--- config.mk ---
export PLATFORM = sky130hd
export DESIGN_NAME = ahci_chan_regs
export DESIGN_NICKNAME = d
export VERILOG_FILES = /design/src/rtl/ahci_chan_pkg.sv /design/src/rtl/ahci_list_base.sv /design/src/rtl/ahci_issue_vec.sv /design/src/rtl/ahci_int_ctrl.sv /design/src/rtl/ahci_chan_regs.sv
export SDC_FILE = /design/constraint.sdc
export NUM_CORES = 1
export LEC_CHECK = 0
export ABC_CLOCK_PERIOD_IN_PS = 1900
export CORE_ASPECT_RATIO = 0.5
export CORE_MARGIN = 5
export CORE_UTILIZATION = 45
export CTS_BUF_LIST = sky130_fd_sc_hd__clkbuf_8
export DETAILED_ROUTE_END_ITERATION = 12
export PLACE_DENSITY = 0.79
export SYNTH_ARGS = -nofsm -noshare
export SYNTH_HDL_FRONTEND = slang
export SYNTH_HIERARCHICAL = 1
export SYNTH_SLANG_ARGS = --single-unit
--- constraint.sdc ---
create_clock -name clk -period 1.9 [get_ports clk]
set_clock_uncertainty 0.15 [all_clocks]
set_input_delay 0.285 -clock clk [delete_from_list [all_inputs] [get_ports clk]]
set_output_delay 0.285 -clock clk [all_outputs]
set_load 0.02 [all_outputs]
--- src/rtl/ahci_chan_pkg.sv ---
package ahci_chan_pkg;

  localparam int WORD_W = 32;
  localparam int OFS_W  = 12;

  // Fixed field positions of the status word.
  localparam int ST_DONE   = 0;
  localparam int ST_ERR    = 30;
  localparam int ST_SLOT_L = 24;
  localparam int ST_BUF_L  = 8;
  localparam int ST_SLOT_W = 5;
  localparam int ST_BUF_W  = 16;

  typedef enum logic [2:0] {
    SEL_NONE,
    SEL_BASE_LO,
    SEL_BASE_HI,
    SEL_ISSUE,
    SEL_RUN,
    SEL_STAT,
    SEL_EN
  } reg_sel_e;

  function automatic reg_sel_e decode_ofs(input logic [OFS_W-1:0] ofs);
    reg_sel_e sel;
    case (ofs[OFS_W-1:2])
      10'd0:   sel = SEL_BASE_LO;
      10'd1:   sel = SEL_BASE_HI;
      10'd2:   sel = SEL_ISSUE;
      10'd3:   sel = SEL_RUN;
      10'd4:   sel = SEL_STAT;
      10'd5:   sel = SEL_EN;
      default: sel = SEL_NONE;
    endcase
    return sel;
  endfunction

endpackage

--- src/rtl/ahci_list_base.sv ---
module ahci_list_base #(
  parameter int W          = 32,
  parameter int ALIGN_BITS = 4
) (
  input  logic         clk,
  input  logic         rst_n,
  input  logic         wr_lo_i,
  input  logic         wr_hi_i,
  input  logic [W-1:0] wdata_i,
  output logic [W-1:0] lo_o,
  output logic [W-1:0] hi_o
);

  logic [W-1:0] lo_q, lo_d;
  logic [W-1:0] hi_q, hi_d;

  always_comb begin
    lo_d = wdata_i;
    lo_d[ALIGN_BITS-1:0] = '0;
    hi_d = wdata_i;
  end

  always_ff @(posedge clk or negedge rst_n) begin
    if (!rst_n) begin
      lo_q <= '0;
      hi_q <= '0;
    end else begin
      if (wr_lo_i) lo_q <= lo_d;
      if (wr_hi_i) hi_q <= hi_d;
    end
  end

  assign lo_o = lo_q;
  assign hi_o = hi_q;

  AST_BASE_ALIGNED: assert property (@(posedge clk) disable iff (!rst_n)
    lo_q[ALIGN_BITS-1:0] == '0);

  AST_HI_HOLDS: assert property (@(posedge clk) disable iff (!rst_n)
    !wr_hi_i |=> $stable(hi_q));

endmodule

--- src/rtl/ahci_issue_vec.sv ---
module ahci_issue_vec #(
  parameter int SLOTS = 32
) (
  input  logic             clk,
  input  logic             rst_n,
  input  logic             wr_set_i,
  input  logic             soft_clr_i,
  input  logic [SLOTS-1:0] wdata_i,
  input  logic [SLOTS-1:0] hw_clr_i,
  output logic [SLOTS-1:0] pend_o
);

  logic [SLOTS-1:0] pend_q, pend_d, set_mask;
  logic             upd;

  always_comb begin
    set_mask = wr_set_i ? wdata_i : '0;
    upd      = wr_set_i | soft_clr_i | (|hw_clr_i);
    if (soft_clr_i) pend_d = '0;
    else            pend_d = (pend_q & ~hw_clr_i) | set_mask;
  end

  always_ff @(posedge clk or negedge rst_n) begin
    if (!rst_n)   pend_q <= '0;
    else if (upd) pend_q <= pend_d;
  end

  assign pend_o = pend_q;

  AST_SET_STICKS: assert property (@(posedge clk) disable iff (!rst_n)
    (wr_set_i && !soft_clr_i) |=> ((pend_q & $past(wdata_i)) == $past(wdata_i)));

  AST_HW_CLEARS: assert property (@(posedge clk) disable iff (!rst_n)
    (|(hw_clr_i & ~set_mask)) |=> ((pend_q & $past(hw_clr_i & ~set_mask)) == '0));

  AST_SOFT_EMPTIES: assert property (@(posedge clk) disable iff (!rst_n)
    soft_clr_i |=> (pend_q == '0));

endmodule

--- src/rtl/ahci_int_ctrl.sv ---
module ahci_int_ctrl
  import ahci_chan_pkg::*;
#(
  parameter int SLOT_IDX_W = 5,
  parameter int BUF_IDX_W  = 16
) (
  input  logic                  clk,
  input  logic                  rst_n,
  input  logic                  wr_stat_i,
  input  logic                  wr_en_i,
  input  logic                  soft_clr_i,
  input  logic [WORD_W-1:0]     wdata_i,
  input  logic                  done_evt_i,
  input  logic                  err_evt_i,
  input  logic [SLOT_IDX_W-1:0] err_slot_i,
  input  logic [BUF_IDX_W-1:0]  err_buf_i,
  output logic [WORD_W-1:0]     stat_o,
  output logic [WORD_W-1:0]     en_o,
  output logic                  err_o,
  output logic                  irq_o
);

  logic                  done_q, done_d;
  logic                  err_q, err_d;
  logic [SLOT_IDX_W-1:0] slot_q, slot_d;
  logic [BUF_IDX_W-1:0]  buf_q, buf_d;
  logic                  en_done_q, en_done_d;
  logic                  en_err_q, en_err_d;
  logic                  irq_q, irq_d;
  logic                  wipe, stat_upd, en_upd;

  // Status next state: clear first, then apply this cycle's events.
  always_comb begin
    wipe     = wr_stat_i | soft_clr_i;
    stat_upd = wipe | done_evt_i | err_evt_i;
    done_d   = wipe ? 1'b0 : done_q;
    err_d    = wipe ? 1'b0 : err_q;
    slot_d   = wipe ? '0   : slot_q;
    buf_d    = wipe ? '0   : buf_q;
    if (done_evt_i) done_d = 1'b1;
    if (err_evt_i && !err_d) begin
      err_d  = 1'b1;
      slot_d = err_slot_i;
      buf_d  = err_buf_i;
    end
  end

  always_comb begin
    en_upd    = wr_en_i | soft_clr_i;
    en_done_d = soft_clr_i ? 1'b0 : wdata_i[ST_DONE];
    en_err_d  = soft_clr_i ? 1'b0 : wdata_i[ST_ERR];
    irq_d     = (done_q & en_done_q) | (err_q & en_err_q);
  end

  always_ff @(posedge clk or negedge rst_n) begin
    if (!rst_n) begin
      done_q    <= 1'b0;
      err_q     <= 1'b0;
      slot_q    <= '0;
      buf_q     <= '0;
      en_done_q <= 1'b0;
      en_err_q  <= 1'b0;
      irq_q     <= 1'b0;
    end else begin
      if (stat_upd) begin
        done_q <= done_d;
        err_q  <= err_d;
        slot_q <= slot_d;
        buf_q  <= buf_d;
      end
      if (en_upd) begin
        en_done_q <= en_done_d;
        en_err_q  <= en_err_d;
      end
      irq_q <= irq_d;
    end
  end

  // Word assembly with zero padding of the index fields.
  logic [ST_SLOT_W-1:0] slot_f;
  logic [ST_BUF_W-1:0]  buf_f;

  always_comb begin
    slot_f = '0;
    slot_f[SLOT_IDX_W-1:0] = slot_q;
    buf_f = '0;
    buf_f[BUF_IDX_W-1:0] = buf_q;
    stat_o = '0;
    stat_o[ST_DONE] = done_q;
    stat_o[ST_ERR]  = err_q;
    stat_o[ST_SLOT_L +: ST_SLOT_W] = slot_f;
    stat_o[ST_BUF_L  +: ST_BUF_W]  = buf_f;
    en_o = '0;
    en_o[ST_DONE] = en_done_q;
    en_o[ST_ERR]  = en_err_q;
  end

  assign err_o = err_q;
  assign irq_o = irq_q;

  AST_STAT_WIPED: assert property (@(posedge clk) disable iff (!rst_n)
    (wr_stat_i && !done_evt_i && !err_evt_i) |=> (stat_o == '0));

  AST_FIRST_ERR_KEPT: assert property (@(posedge clk) disable iff (!rst_n)
    (err_q && !wipe) |=> (err_q && $stable(slot_q) && $stable(buf_q)));

  AST_DONE_SEEN: assert property (@(posedge clk) disable iff (!rst_n)
    done_evt_i |=> done_q);

  AST_IRQ_HAS_CAUSE: assert property (@(posedge clk) disable iff (!rst_n)
    irq_q |-> $past(done_q || err_q));

endmodule

--- src/rtl/ahci_chan_regs.sv ---
module ahci_chan_regs
  import ahci_chan_pkg::*;
#(
  parameter int SLOTS      = 32,
  parameter int BUF_IDX_W  = 16,
  parameter int SLOT_IDX_W = (SLOTS > 1) ? $clog2(SLOTS) : 1
) (
  input  logic                  clk,
  input  logic                  rst_n,
  input  logic                  reg_wr_i,
  input  logic [OFS_W-1:0]      reg_addr_i,
  input  logic [WORD_W-1:0]     reg_wdata_i,
  output logic [WORD_W-1:0]     reg_rdata_o,
  output logic [2*WORD_W-1:0]   list_base_o,
  output logic                  poll_en_o,
  output logic [SLOTS-1:0]      issue_pend_o,
  input  logic [SLOTS-1:0]      slot_clr_i,
  input  logic                  done_evt_i,
  input  logic                  err_evt_i,
  input  logic [SLOT_IDX_W-1:0] err_slot_i,
  input  logic [BUF_IDX_W-1:0]  err_buf_i,
  output logic                  irq_o
);

  localparam int ALIGN_BITS = 4;

  reg_sel_e          sel;
  logic              wr_lo, wr_hi, wr_issue, wr_run, wr_stat, wr_en;
  logic              soft_clr;
  logic              run_q, run_d, run_upd;
  logic [WORD_W-1:0] base_lo, base_hi, stat_w, en_w, issue_w;
  logic              err_flag;

  always_comb begin
    sel      = decode_ofs(reg_addr_i);
    wr_lo    = reg_wr_i && (sel == SEL_BASE_LO);
    wr_hi    = reg_wr_i && (sel == SEL_BASE_HI);
    wr_issue = reg_wr_i && (sel == SEL_ISSUE);
    wr_run   = reg_wr_i && (sel == SEL_RUN);
    wr_stat  = reg_wr_i && (sel == SEL_STAT);
    wr_en    = reg_wr_i && (sel == SEL_EN);
    soft_clr = wr_run && (reg_wdata_i == '0);
    run_upd  = wr_run;
    run_d    = |reg_wdata_i;
  end

  always_ff @(posedge clk or negedge rst_n) begin
    if (!rst_n)       run_q <= 1'b0;
    else if (run_upd) run_q <= run_d;
  end

  ahci_list_base #(
    .W          (WORD_W),
    .ALIGN_BITS (ALIGN_BITS)
  ) u_base (
    .clk     (clk),
    .rst_n   (rst_n),
    .wr_lo_i (wr_lo),
    .wr_hi_i (wr_hi),
    .wdata_i (reg_wdata_i),
    .lo_o    (base_lo),
    .hi_o    (base_hi)
  );

  ahci_issue_vec #(
    .SLOTS (SLOTS)
  ) u_issue (
    .clk        (clk),
    .rst_n      (rst_n),
    .wr_set_i   (wr_issue),
    .soft_clr_i (soft_clr),
    .wdata_i    (reg_wdata_i[SLOTS-1:0]),
    .hw_clr_i   (slot_clr_i),
    .pend_o     (issue_pend_o)
  );

  ahci_int_ctrl #(
    .SLOT_IDX_W (SLOT_IDX_W),
    .BUF_IDX_W  (BUF_IDX_W)
  ) u_int (
    .clk        (clk),
    .rst_n      (rst_n),
    .wr_stat_i  (wr_stat),
    .wr_en_i    (wr_en),
    .soft_clr_i (soft_clr),
    .wdata_i    (reg_wdata_i),
    .done_evt_i (done_evt_i),
    .err_evt_i  (err_evt_i),
    .err_slot_i (err_slot_i),
    .err_buf_i  (err_buf_i),
    .stat_o     (stat_w),
    .en_o       (en_w),
    .err_o      (err_flag),
    .irq_o      (irq_o)
  );

  always_comb begin
    issue_w = '0;
    issue_w[SLOTS-1:0] = issue_pend_o;
    case (sel)
      SEL_BASE_LO: reg_rdata_o = base_lo;
      SEL_BASE_HI: reg_rdata_o = base_hi;
      SEL_ISSUE:   reg_rdata_o = issue_w;
      SEL_RUN:     reg_rdata_o = {{(WORD_W-1){1'b0}}, run_q};
      SEL_STAT:    reg_rdata_o = stat_w;
      SEL_EN:      reg_rdata_o = en_w;
      default:     reg_rdata_o = '0;
    endcase
  end

  assign list_base_o = {base_hi, base_lo};
  assign poll_en_o   = run_q & ~err_flag;

  AST_POLL_STOPS_ON_ERR: assert property (@(posedge clk) disable iff (!rst_n)
    err_evt_i |=> !poll_en_o);

  AST_RUN_ZERO_WIPES: assert property (@(posedge clk) disable iff (!rst_n)
    soft_clr |=> (!poll_en_o && issue_pend_o == '0 && stat_w == '0 && en_w == '0)
                 || done_evt_i || err_evt_i || $past(done_evt_i || err_evt_i));

  AST_UNMAPPED_ZERO: assert property (@(posedge clk) disable iff (!rst_n)
    (sel == SEL_NONE) |-> (reg_rdata_o == '0));

endmodule

Word level (Yosys, flattened, before mapping). Cells that the tools add are included.

Flip-flop bits (word level): 119. Output and inout port bits: 130. Word-level logic and storage cells: 67.

Equal/unequal tests: 11. Muxes and demuxes: 14. Bitwise logic cells: 14. Reductions and logical operators: 17.

Operators by type and width (number): $pmux W32 S6 (1); $mux W32 (2); $reduce_or A32 Y1 (2); $and A32 B32 Y32 (1); $logic_not A32 Y1 (1); $mux W16 (2); $not A32 Y32 (1); $or A32 B32 Y32 (1); $eq A10 B2 Y1 const B (2); $eq A10 B3 Y1 const B (2); $pmux W3 S6 (1); $eq A10 B1 Y1 const B (1); $logic_not A10 Y1 (1); $mux W5 (2); $eq A3 B3 Y1 const B (3); $logic_and A1 B1 Y1 (8); $or A1 B1 Y1 (7); $eq A3 B2 Y1 const B (2); $mux W1 (6); $reduce_and A2 Y1 (2); $reduce_bool A2 Y1 (2); $and A1 B1 Y1 (3); $eq A3 B1 Y1 const B (1); $logic_not A1 Y1 (1); $not A1 Y1 (1).

Longest topological paths before layout.
Depth in word-level cells: 11. Mapped depth: 9.

Hierarchy. The synthesis kept the hierarchy.

Modules (own cells, without submodules): ahci_list_base (times used 1, cells an instance 132, area each 2494.9 µm², sequential area each 1501.4 µm²); ahci_int_ctrl (times used 1, cells an instance 152, area each 1600.3 µm², sequential area each 650.6 µm²); ahci_chan_regs (times used 1, cells an instance 209, area each 1531.5 µm², sequential area each 25.0 µm²); ahci_issue_vec (times used 1, cells an instance 134, area each 1442.6 µm², sequential area each 800.8 µm²).

Least setup slack after synthesis. No wires, ideal clock.

Path kind: input to register. Start point: input port reg_addr_i[8]. End point: register u_base.lo_q[11], in the netlist u_base/lo_o[11]. Library setup time: 0.125 ns. Arrival time: 1.883 ns. Data required time: 1.625 ns. Path slack: -0.258 ns. Cell stages on the path: 9. Path buffers: 4. Cell sequence: nor4_2 -> nand2_1 -> or2_1 -> buf_6 -> buf_6 -> nor3_2 -> buf_6 -> buf_12 -> mux2_4.

Word-level cells in the longest chain between the ends: 4. Elaborated cells on any way between the ends: 9. Those cells by class: 6 x eq/ne; 1 x mux; 2 x reduce/logical.

RTL lines: start: declaration (line ahci_chan_regs.sv:11) `input logic [OFS_W-1:0] reg_addr_i,`; $eq A10 B3 Y1, or another cell as far along (line ahci_chan_pkg.sv:26) `case (ofs[OFS_W-1:2])`; $pmux W3 S6 (*) (line ahci_chan_pkg.sv:26); $eq A3 B1 Y1 (*) (line ahci_chan_regs.sv:36) `wr_lo = reg_wr_i && (sel == SEL_BASE_LO);`; $logic_and A1 B1 Y1 (*) (line ahci_chan_regs.sv:36); named net wr_lo (line ahci_chan_regs.sv:28) `logic wr_lo, wr_hi, wr_issue, wr_run, wr_stat, wr_en;`; end signal: assignment (line ahci_list_base.sv:28) `if (wr_lo_i) lo_q <= lo_d;`; end: declaration (line ahci_list_base.sv:14) `logic [W-1:0] lo_q, lo_d;`.

Mark *: on every way through the listed nets, which the timed path passes. The rest lies on a longest branch. A chain may end at the register's enable or synchronous reset.

Worst setup path after layout.
Start point: register u_base.lo_q[28], in the netlist u_base/lo_o[28]. End point: output port reg_rdata_o[28].

Word-level cells in the longest chain between the ends: 1.

RTL lines: $pmux W32 S6 (line ahci_chan_regs.sv:100) `case (sel)`; end: declaration (line ahci_chan_regs.sv:13) `output logic [WORD_W-1:0] reg_rdata_o,`.

No other way between the ends.

==> run_results.csv <==
group,metric,value,unit
synthesis,synthCells,627,
synthesis,ys_ff_latch,119,
place,dpl_worst_slack,-1050,ps
floorplan,die-width,187.3,um
finish,seqCellArea,2978,um^2
finish,final_net_count,1076,
power,power,0.006221,W
route,first_pass_iters,5,
worst_setup_path,crit_fanout,2,
floorplan,die_h,98.63,um
timing,hold_viol_final,0,
clocking,insertion_delay,430,ps
power,powerDensity,528.4,nW/um^2
floorplan,design.core.area,15410,um^2
timing,period_share,126.1,%
clocking,path_clk_slew,80,ps
floorplan,num_io_pins,232,
worst_setup_path,end_kind,"output port",
timing,fmax,417.5,MHz
worst_setup_path,r2r_end,"u_int/slot_f[0]",
route,drtAntennaViolNets,0,
worst_setup_path,path_class,"reg -> out",
route,viasPerCell,5.733,
route,vias,6845,
grt,antenna_found_initial,3,
finish,area_growth,66.55,%
synthesis,synth_enable_flop_cells,0,
timing,finalSetupTns,-16620,ps
grt,grt_first_pass_wirelength,40470,um
worst_setup_path,reg2reg_from,"u_int/err_o",
synthesis,async_flop_share,100.0,%
floorplan,start_util,45.86,%
worst_setup_path,endpoint,"reg_rdata_o[28]",
clocking,ctsLongestPathBuffers,2,
timing,whs,29.85,ps
worst_setup_path,rrSetupSlack,380,ps
power,power_leakage,6.267,nW
route,drc,0,
synthesis,yosysWarningCount,6,
floorplan,dieArea,18470,um^2
min_path,hold_path_class,"in -> reg",
run_status,violations,"negative setup slack",
timing,maxSlewViolCount,0,
clocking,numCtsBuffers,17,
timing,setup_violations,116,
clocking,cts-root-buf,"clkbuf_8",
grt,overflow,0,
grt,grt_max_degree,35,
clocking,clkSinkCount,119,
synthesis,ys.flop_type,"dfrtp_1",
synthesis,synth_top_cell_area_share,42.12,%
job,maxCapViolCount,0,
run_status,run_status,"finished with violations",
timing,tightestPinTransition,555.7,ps
timing,slew_headroom,62.95,%
worst_setup_path,crit_path_start,"u_base/lo_o[28]",
synthesis,ys_seq_area_share,42.12,%
synthesis,ys_types,41,
min_path,holdPathStages,3,
route,drt_iter0_drc,616,
clocking,htreeDepth,4,
timing,layout_setup_ws,-495.0,ps
worst_setup_path,crit_required,1460,ps
grt,grt_usage,28.17,%
power,vdd_drop_max,0.4429,mV
timing,rsz0062_at_grt,"yes",
place,port_buffers,225,
route,wl_per_cell,25.12,um
grt,grt_pass1_vias,6945,
worst_setup_path,cp_data_arrival_time,1960,ps
timing,post-route-min-period,2395,ps
synthesis,yosys.area.top_type,"dfrtp_1",
synthesis,ys_top_cells_by_count,"119 x dfrtp_1, 57 x nand2_1, 51 x mux2i_1",
finish,num-fill-cells,860,
synthesis,netlist_area,7069,um^2
worst_setup_path,r2r_cells,4,
worst_setup_path,startpoint_type,"flop",
clocking,tritoncts,"done",
finish,multi_input_area,4185,um^2
synthesis,synth_area_leaders,"dfrtp_1 42%, mux2_4 11%, mux2i_1 7.2%",
synthesis,yosysMostFrequentCell,"dfrtp_1",
finish,drive_above_1_share,44.58,%
floorplan,rows,32,
place,hpwl,17580,um
synthesis,syn_avg_cell_area,11.27,um^2
route,wl,29990,um
place,routabilityCongestion,0.8513,
report_power, final:
| part | internal (W) | switching [W] | leakage [nW] |
|---|---|---|---|
| clock | 0.00132 | 0.00113 | 0.209 |
| combinational | 0.000562 | 0.000530 | 4.45 |
| sequential | 0.00261 | 0.0000639 | 1.60 |
layout by cell type, fill, tap and decap left out, types with 5 or more instances in the layout:
cell type,synthesis,final
o32ai_2,20,20
a21oi_1,33,11
clkbuf_2,0,13
clkbuf_8,0,18
nor2b_1,10,6
o22ai_4,0,24
nor4_2,1,7
clkdlybuf4s15_1,0,6
dlymetal6s2s_1,0,47
mux2_4,50,58
a21oi_2,30,52
dlygate4sd2_1,0,60
nor2_1,38,36
buf_12,2,25
inv_1,21,24
buf_4,50,113
nand2_4,0,15
buf_2,14,5
mux2i_1,51,51
clkdlybuf4s50_1,0,58
buf_6,15,39
mux4_2,7,7
nand2_1,57,39
nand2b_1,34,34
dfrtp_1,119,119
conb_1,2,43
metal layers:
layer,up-vias,track usage [%],routed length [um]
met1,3368,34.55,11400
met3,146,5.874,2719
met2,510,47.88,14280
li1,2821,-,-
met5,-,0,0
met4,0,13.97,1588
repair_timing:
item                                    4_1_cts  5_1_grt
hold endpoints to repair                     30        0
hold buffers                                  1        0
gates cloned                                  5        3
setup buffers                                21       17
resized for setup                           386      144
pin swaps                                    35       42
endpoints found under the setup margin      203      153
cell type report:
class / instances / area share, %
Antenna cell: 3 / 0.06376
Clock buffer: 18 / 2.104
Clock inverter: 14 / 1.360
Inverter: 21 / 0.6695
Multi-Input combinational cell: 438 / 35.55
Sequential cell: 119 / 25.29
Tap cell: 204 / 2.168
Timing Repair Buffer: 377 / 32.79
cells by family after synthesis:
family          count (synthesis)  share of synthesized area (%)
compound gates                113                          13.43
mux                           119                          21.82
flops                         119                          42.12
simple gates                  163                          11.66
other cells                     2                         0.1062
buf+inv                       111                          10.85
critical path, cell delays in order, from the launching register on:
cell and delay [ps]:
dfrtp_1 420, mux4_2 490, nor2b_1 160, a21oi_1 200
nor2_1 90, buf_2 160
worst min path at each step:
stage,startpoint,to
floorplan,rst_n,run_q
global placement,rst_n,u_issue/pend_o[25]
detailed placement,rst_n,u_issue/pend_o[25]
CTS,reg_wdata_i[8],u_issue/pend_o[8]
global route,reg_wdata_i[8],u_issue/pend_o[8]
finish,reg_wdata_i[8],u_issue/pend_o[8]
stage by stage:
step / utilization, % / cells / cell area [um^2]
3_3_place_gp: 65.83 / 1116 / 10150
5_1_grt: 76.38 / 1194 / 11770
3_5_place_dp: 65.83 / 1116 / 10150
4_1_cts: 73.31 / 1175 / 11300
6_report: 76.38 / 1194 / 11770
2_1_floorplan: - / 668 / 7330
state kept, by name (all words and copies together) (netlist names):
register,flops
u_base/lo_o,28
run_q,1
u_int/slot_f,5
u_issue/pend_o,32
u_int/done_q,1
u_int/en_err_q,1
u_base/hi_o,32
u_int/en_done_q,1
u_int/err_o,1
u_int/irq_o,1
u_int/buf_f,16
No activity file was read; power rests on OpenSTA's default activity.
